==> src/rtl/adj_time_counter.sv <==
module adj_time_counter #(
  parameter int NS_W    = 40,
  parameter int FRAC_W  = 32,
  parameter int DW      = 32,
  parameter int AW      = 3,
  parameter int STEP_NS = 8
) (
  input  logic          clk,
  input  logic          rst,
  input  logic          wr_en,
  input  logic          rd_en,
  input  logic [AW-1:0] addr,
  input  logic [DW-1:0] wdata,
  output logic [DW-1:0] rdata
);
  localparam int HI_W  = NS_W - DW;
  localparam int MAG_W = DW - 1;
  localparam logic [AW-1:0] A_CTRL = AW'(0);
  localparam logic [AW-1:0] A_RATE = AW'(1);
  localparam logic [AW-1:0] A_FRAC = AW'(2);
  localparam logic [AW-1:0] A_LO   = AW'(3);
  localparam logic [AW-1:0] A_HI   = AW'(4);

  logic [NS_W-1:0]   ns_q;
  logic [FRAC_W-1:0] frac_q;
  logic              dis_q;
  logic [DW-1:0]     rate_q;
  logic [DW-1:0]     lo_pend;
  logic [DW-1:0]     sh_lo;
  logic [HI_W-1:0]   sh_hi;
  logic [DW-1:0]     rd_q;

  wire              sub_dir = rate_q[DW-1];
  wire [FRAC_W:0]   mag_ext = (FRAC_W+1)'(rate_q[MAG_W-1:0]);
  wire [FRAC_W:0]   f_sum   = {1'b0, frac_q} + mag_ext;
  wire [FRAC_W:0]   f_dif   = {1'b0, frac_q} - mag_ext;
  wire [NS_W-1:0]   ns_inc  = sub_dir ? NS_W'(STEP_NS) - NS_W'(f_dif[FRAC_W])
                                      : NS_W'(STEP_NS) + NS_W'(f_sum[FRAC_W]);
  wire [FRAC_W-1:0] frac_nx = sub_dir ? f_dif[FRAC_W-1:0] : f_sum[FRAC_W-1:0];
  wire              ld_time = wr_en && addr == A_HI;
  wire              snap    = rd_en && addr == A_FRAC;

  assign rdata = rd_q;

  always_ff @(posedge clk) begin
    if (rst) begin
      ns_q   <= '0;
      frac_q <= '0;
    end else if (ld_time) begin
      ns_q   <= {wdata[HI_W-1:0], lo_pend};
      frac_q <= '0;
    end else if (!dis_q) begin
      ns_q   <= ns_q + ns_inc;
      frac_q <= frac_nx;
    end
  end

  always_ff @(posedge clk) begin
    if (rst) begin
      dis_q   <= 1'b1;
      rate_q  <= '0;
      lo_pend <= '0;
    end else if (wr_en) begin
      case (addr)
        A_CTRL:  dis_q   <= wdata[DW-1];
        A_RATE:  rate_q  <= wdata;
        A_LO:    lo_pend <= wdata;
        default: ;
      endcase
    end
  end

  always_ff @(posedge clk) begin
    if (rst) begin
      sh_lo <= '0;
      sh_hi <= '0;
    end else if (snap) begin
      sh_lo <= ns_q[DW-1:0];
      sh_hi <= ns_q[NS_W-1:DW];
    end
  end

  always_ff @(posedge clk) begin
    if (rst) rd_q <= '0;
    else if (rd_en) begin
      case (addr)
        A_CTRL:  rd_q <= {dis_q, {(DW-1){1'b0}}};
        A_RATE:  rd_q <= rate_q;
        A_FRAC:  rd_q <= DW'(frac_q);
        A_LO:    rd_q <= sh_lo;
        A_HI:    rd_q <= {{(DW-HI_W){1'b0}}, sh_hi};
        default: rd_q <= '0;
      endcase
    end
  end
endmodule


==> config.mk <==
export PLATFORM = sky130hd
export DESIGN_NAME = adj_time_counter
export DESIGN_NICKNAME = d
export VERILOG_FILES = /design/src/rtl/adj_time_counter.sv
export SDC_FILE = /design/constraint.sdc
export NUM_CORES = 1
export LEC_CHECK = 0
export BUFFER_PORTS_ARGS = -buffer_cell sky130_fd_sc_hd__buf_2
export CORE_MARGIN = 4
export CORE_UTILIZATION = 30
export CTS_CLUSTER_SIZE = 20
export DETAILED_ROUTE_END_ITERATION = 8
export GPL_TIMING_DRIVEN = 0
export SYNTH_ARGS = -nofsm -noshare
export SYNTH_HDL_FRONTEND = slang
export SYNTH_SLANG_ARGS = --single-unit
==> constraint.sdc <==
create_clock -name clk -period 3.9 [get_ports clk]
set_input_delay 0.78 -clock clk [delete_from_list [all_inputs] [get_ports clk]]
set_output_delay 0.78 -clock clk [all_outputs]
set_load 0.1 [all_outputs]
==> results by group, run 1 <==
Synth
  • Post-synthesis async set-or-reset flop share: 0
  • Largest cells by area after synthesis: dfxtp_1 (34%), nand2_1 (9.2%), a21oi_1 (9.1%)
  • Count of yosys warnings during synthesis: 0
  • Most used DFF post-synth: dfxtp_1
  • Sequential element share of the synthesized area: 0.337
  • Number of distinct standard cells referenced by the synthesized netlist: 80
  • Number of enable flip-flop cells after synthesis: 0
  • Largest area contributor in the synthesized netlist: dfxtp_1
  • Post-Syn Area: 12400 sq um
  • Nets in the synthesized netlist: 1782
  • Gate Count Post-Synth: 1674
  • Synthesized area divided by synthesized cell count: 7.41 sq um
  • Synth top area share: 0.337
  • Register bit total from synthesis: 209

STA
  • Final clock period utilization by the worst path: 1.20
  • Tightest Pin Transition: 1.01 ns
  • Smallest setup slack after layout: -0.793 ns
  • Max_slew headroom: 0.325
  • Period minus WS final: 4.69 ns
  • Worst Hold Margin: 0.456 ns
  • Number of hold-slack violations in the final timing report: 0
  • Number of endpoints failing setup at the final stage: 39
  • F_max: 0.213 GHz
  • Skew final: 0.0376 ns
  • Final setup TNS: -23.66 ns
  • RSZ-0062 raised after global routing: yes
  • Pins Over Slew Limit: 0

Place
  • Final Wtd Congestion: 0.926
  • Detailed-placement wirelength estimate: 34.7 mm
  • Placed standard-cell area: 13600 sq um
  • Number of input and output port buffers inserted: 69
  • # placed instances: 2275

Finish
  • Cell area after layout: 15100 sq um
  • Final #Nets: 1904
  • Syn-to-layout area delta: 21.5%
  • Most common library cell in the layout ignoring fill and taps: nand2_1
  • Area taken by flip-flops and latches: 4200 sq um
  • Share of cells above drive strength 1: 0.148
  • Count of filler cells inserted in the layout: 4216
  • Ant. Diodes: 0
  • Combined area of the multi-input logic cells: 7980 sq um
  • Most frequent cells in the layout: nand2_1 (301), a21oi_1 (216), dfxtp_1 (197)
  • Final std cells w/o fill: 2345

Floorplanning
  • Ports placed on the boundary: 71
  • Area enclosed by the die boundary: 44700 sq um
  • Vertical extent of the die: 211 um
  • Core area: 40800 sq um
  • DIE WIDTH: 211 um
  • Count of standard-cell rows: 74
  • Initial standard-cell utilization of the core: 0.304

Worst hold path
  • Min-Delay Path Class: reg2reg
  • Worst hold path depth: 2

Critical path
  • Source of the critical timing path: rate_q[0]
  • Capturing element of the worst setup path: ns_q[38]
  • Critical Path RT: 4.29 ns
  • Beginning of the worst register-to-register path: rate_q[0]
  • Critical-path maximum fanout: 4
  • Startpoint Class: register
  • Critical Path Sink Type: register
  • Worst reg2reg setup slack: -0.79 ns
  • Length in cells of the worst reg-to-reg path: 21
  • WP data arrival: 5.08 ns
  • Setup CP Type: reg2reg
  • Reg2Reg Capture Point: ns_q[38]

GRT
  • Number of antenna violations at the first check in global routing: 0
  • Aggregate global-route resource usage: 0.192
  • First-pass GRT wire length: 68.3 mm
  • Number of global-route vias before repair: 11800
  • Sum of overflow across all layers after global routing: 0
  • Largest net degree at the start of global routing: 14

Pwr
  • Peak ir drop on the vdd network: 269 uV
  • Relative contribution of combinational cells to total power: 0.108
  • Power after layout: 5.21 mW
  • Total power per unit cell area: 345 nW/um^2
  • Switching part of the total: 0.266
  • Register share of total power: 0.426
  • Cell internal pwr: 3.82 mW
  • Share of power burned in the clock network: 0.467
  • Leakage power total: 5.83 nW
  • Net load switching power: 1.38 mW

Clocking
  • Reg clk slew, reported paths: 0.06 ns
  • Sink count of the clock tree: 209
  • Latest clock arrival within the worst-skew pair: 0.55 ns
  • CTS Hold Bufs: 0
  • Clock tree from TritonCTS: built
  • Cell at the root of the clock tree: clkbuf_16
  • TritonCTS Buffers: 24
  • Maximum buffer depth of the clock tree: 3
  • H-tree depth: 1

Outcome
  • Violations in the final reports: negative setup slack
  • Result of the run: complete, but fails checks

Detailed routing
  • Detailed-router iteration count before antenna repair: 6
  • Post-DRT Antenna Nets: 0
  • Residual DRC count: 0
  • Post-detailed-routing wire length: 45.1 mm
  • Average wire per cell in the routed design: 19.2 um
  • DR iter-0 viols: 1145
  • Average via count per standard cell: 5.30
  • Vias after detailed routing: 12400

Run
  • Max-capacitance violation count: 0
-- worst max-delay path, stage by stage (launching register included) --
cell       delay [ns]
dfxtp_4          0.36
ha_4             0.17
fa_2             0.35
nand2b_4         0.17
a211oi_4         0.26
o211ai_1         0.24
a31oi_2          0.33
a21oi_2          0.13
o31ai_4          0.28
a21bo_1          0.19
a2111oi_4        0.08
a41o_2           0.33
ha_4             0.18
fa_2             0.36
a21o_1           0.17
a21oi_2          0.15
and2b_2          0.27
nand2_4          0.09
nor3_4           0.07
nand2_1          0.09
xor2_1           0.18
a211oi_2         0.08
-- stage by stage --
| stage | worst slack (ns) | utilization |
|---|---|---|
| global route | -0.914 | 0.369 |
| CTS | -0.773 | 0.364 |
| detailed placement | -1.48 | 0.332 |
| finish | -0.793 | 0.369 |
| floorplan | -0.160 | - |
| global placement | -1.50 | 0.332 |
-- synthesized netlist by cell type, drive strengths merged, types with 3 or more instances --
library cell and count:
or2 3, a311oi 4, nand3 48, and3 7, clkbuf 103, xnor2 28, buf 16, ha 66
a31oi 8, a21o 15, xor2 25, or4 7, nor4 8, a22o 23, and4 3, a211o 3
mux2i 12, and2 8, a21bo 3, o211ai 17, a221oi 3, o21ai 83, a211oi 46, dfxtp 209
nand2b 11, nand4 22, nand3b 3, a22oi 11, fa 3, a2111oi 6, nand2 305, or3 5
o21bai 10, nor3 18, o31ai 12, o311ai 4, inv 71, a21oi 225, nor2b 34, o221ai 3
nor2 152
-- sequential cells by signal, indices dropped and copies added, names as in the netlist --
name,flops
ns_q,40
frac_q,32
lo_pend,32
rate_q,32
rdata,32
sh_lo,32
sh_hi,8
dis_q,1
-- worst min-delay path by stage --
stage,start,endpoint
after floorplan,sh_lo[0],sh_lo[0]
after global placement,lo_pend[24],lo_pend[24]
after detailed placement,sh_lo[8],sh_lo[8]
after CTS,lo_pend[17],lo_pend[17]
after global routing,lo_pend[11],lo_pend[11]
final,lo_pend[5],lo_pend[5]
-- final cells by class --
| type | instances | share of cell area |
|---|---|---|
| buffer | 117 | 0.0325 |
| tap | 532 | 0.0442 |
| clock inverter | 10 | 0.00963 |
| multi-input combinational | 1273 | 0.529 |
| timing repair buffer | 98 | 0.0396 |
| inverter | 73 | 0.0185 |
| clock buffer | 33 | 0.0474 |
| sequential | 209 | 0.279 |
-- routing by layer --
layer,up-vias,wire length (um),GRT usage,part of all wire
met3,77,2720,0.0225,0.060
met5,-,0,0,0
met4,0,1340,0.0637,0.030
met1,5873,20600,0.267,0.46
li1,6045,-,-,-
met2,432,20500,0.313,0.45
-- power groups by stage --
stage	combinational [mW]	clock [mW]	sequential (mW)
2_1_floorplan	0.310	0	2.28
3_3_place_gp	0.519	0	2.26
3_5_place_dp	0.519	0	2.26
4_1_cts	0.539	2.47	2.21
5_1_grt	0.599	2.56	2.22
6_report	0.560	2.43	2.21
-- kinds of logic (layout without fill, tap and decap cells) --
family | count (synthesis) | count (layout) | synth area share
mux | 14 | 14 | 0.0124
buf+inv | 192 | 331 | 0.0604
fa+ha+maj | 69 | 69 | 0.0714
compound gates | 497 | 497 | 0.253
xor+xnor | 53 | 53 | 0.0374
simple gates | 640 | 640 | 0.228
flops | 209 | 209 | 0.337
-- timing repair --
item	CTS	global route
setup buffers	27	7
gates resized for setup	65	40
pin swaps	69	41
endpoints found under the setup margin	40	39
hold endpoints to repair	0	0
Note: power is estimated with default switching activity, not from simulation.
==> run 2, diff against run 1 <==
--- a/config.mk
+++ b/config.mk
@@ -5,7 +5,7 @@
 export SDC_FILE = /design/constraint.sdc
 export NUM_CORES = 1
 export LEC_CHECK = 0
-export BUFFER_PORTS_ARGS = -buffer_cell sky130_fd_sc_hd__buf_2
+export BUFFER_PORTS_ARGS = -buffer_cell sky130_fd_sc_hd__clkbuf_2
 export CORE_MARGIN = 4
 export CORE_UTILIZATION = 30
 export CTS_CLUSTER_SIZE = 20
==> run 2 against run 1 <==
Net effect:
- sequential cell count stayed put
- global-route usage up 0.49 points
- clock power decreased by 8%
- non-clock buffer count increased by 1
- the flow still finishes with violations (negative setup slack)
- largest power group unchanged
- clock-buffer cell count is 2 lower
- sequential power barely moved
- highest routed layer unchanged
==> results by group, run 2 (synthesized netlist as in run 1, its figures left out) <==
Outcome
  • Result of the run: complete, but fails checks
  • Violations in the final reports: negative setup slack

Finish
  • Share of cells above drive strength 1: 0.144 (-0.00481)
  • Most common library cell in the layout ignoring fill and taps: nand2_1
  • Count of filler cells inserted in the layout: 4339 (+2.9%)
  • Final #Nets: 1904 (unchanged)
  • Syn-to-layout area delta: 20.6%
  • Max FFs per register: 40 (unchanged)
  • Register with the most flip-flops: ns_q
  • Ant. Diodes: 0 (unchanged)
  • Final std cells w/o fill: 2343 (-0.085%)
  • Most frequent cells in the layout: nand2_1 (298), a21oi_1 (215), dfxtp_1 (199)
  • Cell area after layout: 15000 sq um (-0.72%)

STA
  • F_max: 0.215 GHz (+0.68%)
  • Period minus WS final: 4.66 ns (-0.0316 ns)
  • Pins Over Slew Limit: 0 (unchanged)
  • Number of hold-slack violations in the final timing report: 0 (unchanged)
  • Skew final: 0.0102 ns (-0.0273 ns)
  • Max_slew headroom: 0.299 (-0.0259)
  • RSZ-0062 raised after global routing: yes
  • Number of endpoints failing setup at the final stage: 38 (-2.6%)
  • Worst Hold Margin: 0.456 ns (+0.000775 ns)
  • Final clock period utilization by the worst path: 1.20 (-0.00809)
  • Tightest Pin Transition: 1.05 ns (+0.0389 ns)
  • Smallest setup slack after layout: -0.762 ns (+0.0316 ns)

Floorplanning
  • Initial standard-cell utilization of the core: 0.304 (unchanged)
  • DIE WIDTH: 211 um (unchanged)
  • Vertical extent of the die: 211 um (unchanged)
  • Count of standard-cell rows: 74 (unchanged)
  • Core area: 40800 sq um (unchanged)
  • Area enclosed by the die boundary: 44700 sq um (unchanged)
  • Ports placed on the boundary: 71 (unchanged)

Critical path
  • Worst reg2reg setup slack: -0.76 ns (+0.03 ns)
  • Length in cells of the worst reg-to-reg path: 24 (+14%)
  • Startpoint Class: register
  • Beginning of the worst register-to-register path: frac_q[0]
  • Setup CP Type: reg2reg
  • Cell-by-cell listing of the critical path: buf_4 -> buf_6 -> ha_4 -> inv_2 -> fa_2 -> o21bai_4 -> o2111ai_4 -> a211oi_4 -> o211ai_1 -> a21oi_2 -> a21oi_2 -> o21ai_1 -> a41o_1 -> ha_2 -> buf_4 -> buf_4 -> a21o_1 -> a21o_1 -> a21oi_2 -> and3b_2 -> nand2b_4 -> buf_6 -> or3_4 -> a311oi_2
  • Largest stage delay on the critical path: 0.36 ns (about the same)
  • Gate family responsible for the most delay along the worst path: compound AO/OA/AOI/OAI gates
  • Critical Path Sink Type: register
  • Number of buffers and inverters on the critical path: 6 (+6)
  • WP data arrival: 5.09 ns (about the same)
  • Critical-path maximum fanout: 6 (+2)
  • Max stage delay cell, worst path: fa_2
  • Capturing element of the worst setup path: ns_q[25]
  • Critical Path RT: 4.33 ns (+0.04 ns)
  • Source of the critical timing path: frac_q[0]
  • Reg2Reg Capture Point: ns_q[25]
  • Depth of the critical timing path with buffers and inverters included: 24 (+14%)

Detailed routing
  • Vias after detailed routing: 12500 (+0.39%)
  • Residual DRC count: 0 (unchanged)
  • DR iter-0 viols: 1185 (+3.5%)
  • Post-detailed-routing wire length: 45.3 mm (+0.37%)
  • Average wire per cell in the routed design: 19.3 um (+0.45%)
  • Average via count per standard cell: 5.32 (+0.48%)
  • Post-DRT Antenna Nets: 0 (unchanged)
  • Detailed-router iteration count before antenna repair: 6 (unchanged)

Place
  • Detailed-placement wirelength estimate: 35.0 mm (+0.86%)
  • Placed standard-cell area: 13600 sq um (unchanged)
  • Number of input and output port buffers inserted: 69 (unchanged)
  • Final Wtd Congestion: 0.918 (-0.81%)
  • # placed instances: 2275 (unchanged)

GRT
  • Sum of overflow across all layers after global routing: 0 (unchanged)
  • Largest net degree at the start of global routing: 14 (unchanged)
  • Aggregate global-route resource usage: 0.197 (+0.00490)
  • First-pass GRT wire length: 70.0 mm (+2.4%)
  • Number of antenna violations at the first check in global routing: 0 (unchanged)
  • Number of global-route vias before repair: 12000 (+2.0%)

Pwr
  • Power after layout: 5.01 mW (-3.7%)
  • Peak ir drop on the vdd network: 238 uV (-11%)
  • Leakage power total: 5.81 nW (-0.41%)
  • Total power per unit cell area: 335 nW/um^2 (-3.0%)

Clocking
  • Reg clk slew, reported paths: 0.06 ns (about the same)
  • Latest clock arrival within the worst-skew pair: 0.53 ns (-0.02 ns)
  • TritonCTS Buffers: 23 (-4.2%)
  • Cell at the root of the clock tree: clkbuf_16
  • Maximum buffer depth of the clock tree: 3 (unchanged)
  • CTS Hold Bufs: 0 (unchanged)
  • Sink count of the clock tree: 209 (unchanged)
  • Clock tree from TritonCTS: built
  • H-tree depth: 1 (unchanged)

Worst hold path
  • Min-Delay Path Class: reg2reg

Run
  • Max-capacitance violation count: 0 (unchanged)
run 2: cell types whose count changed in the layout (fill, tap and decap cells not counted), moves of 4 or more:
cell | previous run | this run
a211oi_2 | 9 | 4
a211oi_1 | 35 | 40
buf_2 | 76 | 6
clkbuf_2 | 1 | 72
clkbuf_8 | 9 | 5
ha_1 | 54 | 58
run 2: power breakdown:
group | total (mW) | switching, mW | internal [mW]
Sequential | 2.21 | 0.0404 | 2.17
Clock | 2.24 | 0.927 | 1.31
Combinational | 0.563 | 0.393 | 0.171
Total | 5.01 | 1.36 | 3.65
run 2: stage by stage:
stage | setup TNS, ns | utilization | setup slack (ns)
2_1_floorplan | -1.36 | - | -0.160
3_3_place_gp | -36.52 | 0.332 | -1.35
3_5_place_dp | -35.99 | 0.332 | -1.39
4_1_cts | -21.08 | 0.361 | -0.747
5_1_grt | -26.83 | 0.366 | -0.879
6_report | -22.18 | 0.366 | -0.762
run 2: worst min-delay path by stage:
stage	startpoint	slack (ns)	endpoint	depth (start not counted)
final	lo_pend[27]	0.46	lo_pend[27]	2
after global routing	sh_hi[7]	0.47	sh_hi[7]	2
after CTS	lo_pend[24]	0.46	lo_pend[24]	2
after detailed placement	sh_lo[16]	0.45	sh_lo[16]	2
after global placement	lo_pend[24]	0.44	lo_pend[24]	2
after floorplan	sh_lo[0]	0.43	sh_lo[0]	2
run 2: what timing repair did:
| item | CTS | global route |
|---|---|---|
| setup buffers | 23 | 11 |
| endpoints found under the setup margin | 39 | 40 |
| resized for setup | 63 | 33 |
| pin swaps | 66 | 34 |
run 2: area by class of cell:
type                       instances  area (sq um)  share of cell area
clock buffer                      31           656              0.0438
tap                              532           666              0.0445
inverter                          73           279              0.0187
sequential                       209          4200               0.281
buffer                           116           492              0.0329
timing repair buffer             100           629              0.0421
multi-input combinational       1273          7930               0.530
clock inverter                     9           103             0.00686
run 2: per-layer routing:
| metal | vias up | global-route usage | wire (um) |
|---|---|---|---|
| met2 | 412 | 0.322 | 20800 |
| met4 | 0 | 0.0564 | 1240 |
| met3 | 73 | 0.0246 | 2640 |
| met5 | - | 0 | 0 |
| met1 | 5920 | 0.275 | 20600 |
| li1 | 6071 | - | - |
run 2: worst min-delay path, delay by kind of cell, from the launching register on:
kind,cells,cell delay (ns)
AO/OA/AOI/OAI,1,0.05
flip-flops,1,0.31
AND/OR/NAND/NOR,1,0.05
==> run 3, diff against run 2 <==
--- a/config.mk
+++ b/config.mk
@@ -7,10 +7,11 @@
 export LEC_CHECK = 0
 export BUFFER_PORTS_ARGS = -buffer_cell sky130_fd_sc_hd__clkbuf_2
 export CORE_MARGIN = 4
-export CORE_UTILIZATION = 30
+export CORE_UTILIZATION = 54
 export CTS_CLUSTER_SIZE = 20
 export DETAILED_ROUTE_END_ITERATION = 8
-export GPL_TIMING_DRIVEN = 0
+export GPL_TIMING_DRIVEN = 1
+export PLACE_DENSITY = 0.75
 export SYNTH_ARGS = -nofsm -noshare
 export SYNTH_HDL_FRONTEND = slang
 export SYNTH_SLANG_ARGS = --single-unit
==> run 3 against run 2 <==
Net effect:
- the run still ends with negative setup slack left
- non-clock buffer count is 84 higher
- clock power is 7% higher
- register-to-register slack better by 0.07 ns
- setup slack better by 0.068 ns
- fmax is 1.5% higher
- total power is 4.3% higher
- sequential share of layout area is 1.4 points lower
- first-iteration DRC count is 13% higher
==> results by group, run 3 (synthesized netlist as in run 1, its figures left out) <==
Outcome
  • Result of the run: complete, but fails checks
  • Violations in the final reports: negative setup slack

STA
  • Final clock period utilization by the worst path: 1.18 (-0.0174)
  • Smallest setup slack after layout: -0.694 ns (+0.0678 ns)
  • Number of endpoints failing setup at the final stage: 38 (unchanged)
  • Number of hold-slack violations in the final timing report: 0 (unchanged)
  • RSZ-0062 raised after global routing: yes
  • Skew final: 0.0137 ns (+0.00350 ns)
  • Final setup TNS: -16.53 ns (+5.65 ns)
  • Tightest Pin Transition: 1.19 ns (+0.137 ns)
  • Pins Over Slew Limit: 0 (unchanged)
  • F_max: 0.218 GHz (+1.5%)
  • Max_slew headroom: 0.208 (-0.0911)
  • Period minus WS final: 4.59 ns (-0.0678 ns)
  • Worst Hold Margin: 0.454 ns (-0.00236 ns)

Detailed routing
  • Detailed-router iteration count before antenna repair: 6 (unchanged)
  • Post-DRT Antenna Nets: 0 (unchanged)
  • Residual DRC count: 0 (unchanged)
  • Average via count per standard cell: 5.99 (+13%)
  • Vias after detailed routing: 13100 (+4.9%)
  • Post-detailed-routing wire length: 42.3 mm (-6.7%)
  • Average wire per cell in the routed design: 19.4 um (+0.13%)
  • DR iter-0 viols: 1334 (+13%)

Floorplanning
  • DIE WIDTH: 160 um (-24%)
  • Initial standard-cell utilization of the core: 0.548 (+0.244)
  • Core area: 22600 sq um (-45%)
  • Ports placed on the boundary: 71 (unchanged)
  • Vertical extent of the die: 160 um (-24%)
  • Area enclosed by the die boundary: 25500 sq um (-43%)
  • Count of standard-cell rows: 55 (-26%)

Pwr
  • Share of power burned in the clock network: 0.457 (+0.011)
  • Relative contribution of combinational cells to total power: 0.120 (+0.008)
  • Switching part of the total: 0.268 (-0.00339)
  • Total power per unit cell area: 334 nW/um^2 (-0.48%)
  • Net load switching power: 1.40 mW (+3.0%)
  • Cell internal pwr: 3.83 mW (+4.8%)
  • Leakage power total: 6.58 nW (+13%)
  • Register share of total power: 0.423 (-0.018)
  • Peak ir drop on the vdd network: 519 uV (+120%)

Critical path
  • WP data arrival: 4.97 ns (-0.12 ns)
  • Setup CP Type: reg2reg
  • Critical Path RT: 4.28 ns (-0.05 ns)
  • Critical Path Sink Type: register
  • Cell-by-cell listing of the critical path: inv_2 -> ha_4 -> fa_2 -> nand2b_4 -> a211oi_4 -> o211ai_1 -> a31oi_2 -> a21oi_2 -> o31ai_2 -> a21bo_1 -> a2111oi_4 -> a41o_1 -> ha_2 -> fa_2 -> a21o_1 -> a21oi_2 -> and2b_2 -> nand2_2 -> buf_6 -> nor2_4 -> nand3_2 -> xor2_1 -> a211oi_1
  • Critical-path maximum fanout: 5 (-1)
  • Startpoint Class: register
  • Max stage delay cell, worst path: fa_2
  • Largest stage delay on the critical path: 0.37 ns (about the same)

Finish
  • Syn-to-layout area delta: 26.4%
  • Register with the most flip-flops: ns_q
  • Final std cells w/o fill: 2184 (-6.8%)
  • Most frequent cells in the layout: nand2_1 (299), buf_4 (224), a21oi_1 (212)
  • Final #Nets: 1990 (+4.5%)
  • Count of filler cells inserted in the layout: 1850 (-57%)
  • Cell area after layout: 15700 sq um (+4.8%)
  • Max FFs per register: 40 (unchanged)
  • Share of cells above drive strength 1: 0.235 (+0.0918)
  • Ant. Diodes: 0 (unchanged)
  • Most common library cell in the layout ignoring fill and taps: nand2_1

GRT
  • Sum of overflow across all layers after global routing: 0 (unchanged)
  • Number of global-route vias before repair: 12400 (+2.6%)
  • Number of antenna violations at the first check in global routing: 0 (unchanged)
  • Largest net degree at the start of global routing: 80 (+66)
  • Aggregate global-route resource usage: 0.315 (+0.118)
  • First-pass GRT wire length: 66.3 mm (-5.2%)

Clocking
  • H-tree depth: 1 (unchanged)
  • Latest clock arrival within the worst-skew pair: 0.53 ns (about the same)
  • Cell at the root of the clock tree: clkbuf_16
  • Sink count of the clock tree: 209 (unchanged)
  • Reg clk slew, reported paths: 0.06 ns (about the same)
  • TritonCTS Buffers: 25 (+8.7%)
  • CTS Hold Bufs: 0 (unchanged)
  • Clock tree from TritonCTS: built
  • Maximum buffer depth of the clock tree: 3 (unchanged)

Place
  • Placed standard-cell area: 14300 sq um (+5.2%)
  • Number of input and output port buffers inserted: 70 (+1.4%)
  • Final Wtd Congestion: 0.954 (+3.9%)
  • Pre-CTS worst setup slack: -0.732 ns (+0.660 ns)
  • Detailed-placement wirelength estimate: 30.0 mm (-14%)
  • # placed instances: 2108 (-7.3%)

Run
  • Max-capacitance violation count: 0 (unchanged)

Worst hold path
  • Min-Delay Path Class: reg2reg
==> run 3: cell types whose count changed in the layout (fill, tap and decap cells not counted), moves of 4 or more <==
cell / before / now
buf_4: 22 / 224
clkbuf_1: 99 / 3
buf_2: 6 / 0
buf_1: 5 / 0
dfxtp_1: 199 / 204
buf_6: 11 / 7
==> run 3: final timing paths <==
kind | startpoint | end | slack [ns] | cells past startpoint
max | frac_q[0] | ns_q[24] | -0.69 | 23
min reg2reg | lo_pend[11] | lo_pend[11] | 0.45 | 2
min | lo_pend[11] | lo_pend[11] | 0.45 | 2
max reg2reg | frac_q[0] | ns_q[24] | -0.69 | 23
==> run 3: repair_timing <==
item	in CTS	in global routing
resized for setup	34	44
setup buffers	39	12
endpoints found under the setup margin	39	40
pin swaps	57	50
==> run 3: power by group through the flow <==
stage                     sequential [mW]  combinational, mW  clock [mW]
after floorplan                      2.28              0.310           0
after global placement               2.25              0.526           0
after detailed placement             2.25              0.530           0
after CTS                            2.21              0.621        2.40
after global routing                 2.21              0.673        2.51
final                                2.21              0.627        2.39
==> run 3: critical path: cells and delay by family (launching register included) <==
kind,cells,cell delay (ns)
buffers and inverters,2,0.15
DFF,1,0.34
AOI/OAI and AO/OA,11,2.03
adders and majority gates,4,1.06
and+or+nand+nor,5,0.64
xor gates and xnor gates,1,0.18
==> run 3: area by class of cell <==
| type | count | area, sq um | area share |
|---|---|---|---|
| inverter | 73 | 279 | 0.0178 |
| multi-input combinational | 1273 | 7910 | 0.505 |
| clock buffer | 30 | 664 | 0.0424 |
| tap | 285 | 357 | 0.0227 |
| timing repair buffer | 300 | 2110 | 0.134 |
| sequential | 209 | 4190 | 0.267 |
| clock inverter | 14 | 168 | 0.0107 |
==> run 3: metal layers <==
| layer | track usage | vias to the layer above | share of wire |
|---|---|---|---|
| met2 | 0.479 | 653 | 0.44 |
| li1 | - | 6218 | - |
| met5 | 0 | - | 0 |
| met3 | 0.0717 | 57 | 0.10 |
| met1 | 0.458 | 6160 | 0.44 |
| met4 | 0.0679 | 0 | 0.017 |
==> run 3: stage by stage <==
step                      power, mW   util
after detailed placement       2.78  0.630
final                          5.23  0.692
after CTS                      5.23  0.683
after global routing           5.40  0.692
after floorplan                2.59      -
after global placement         2.78  0.630
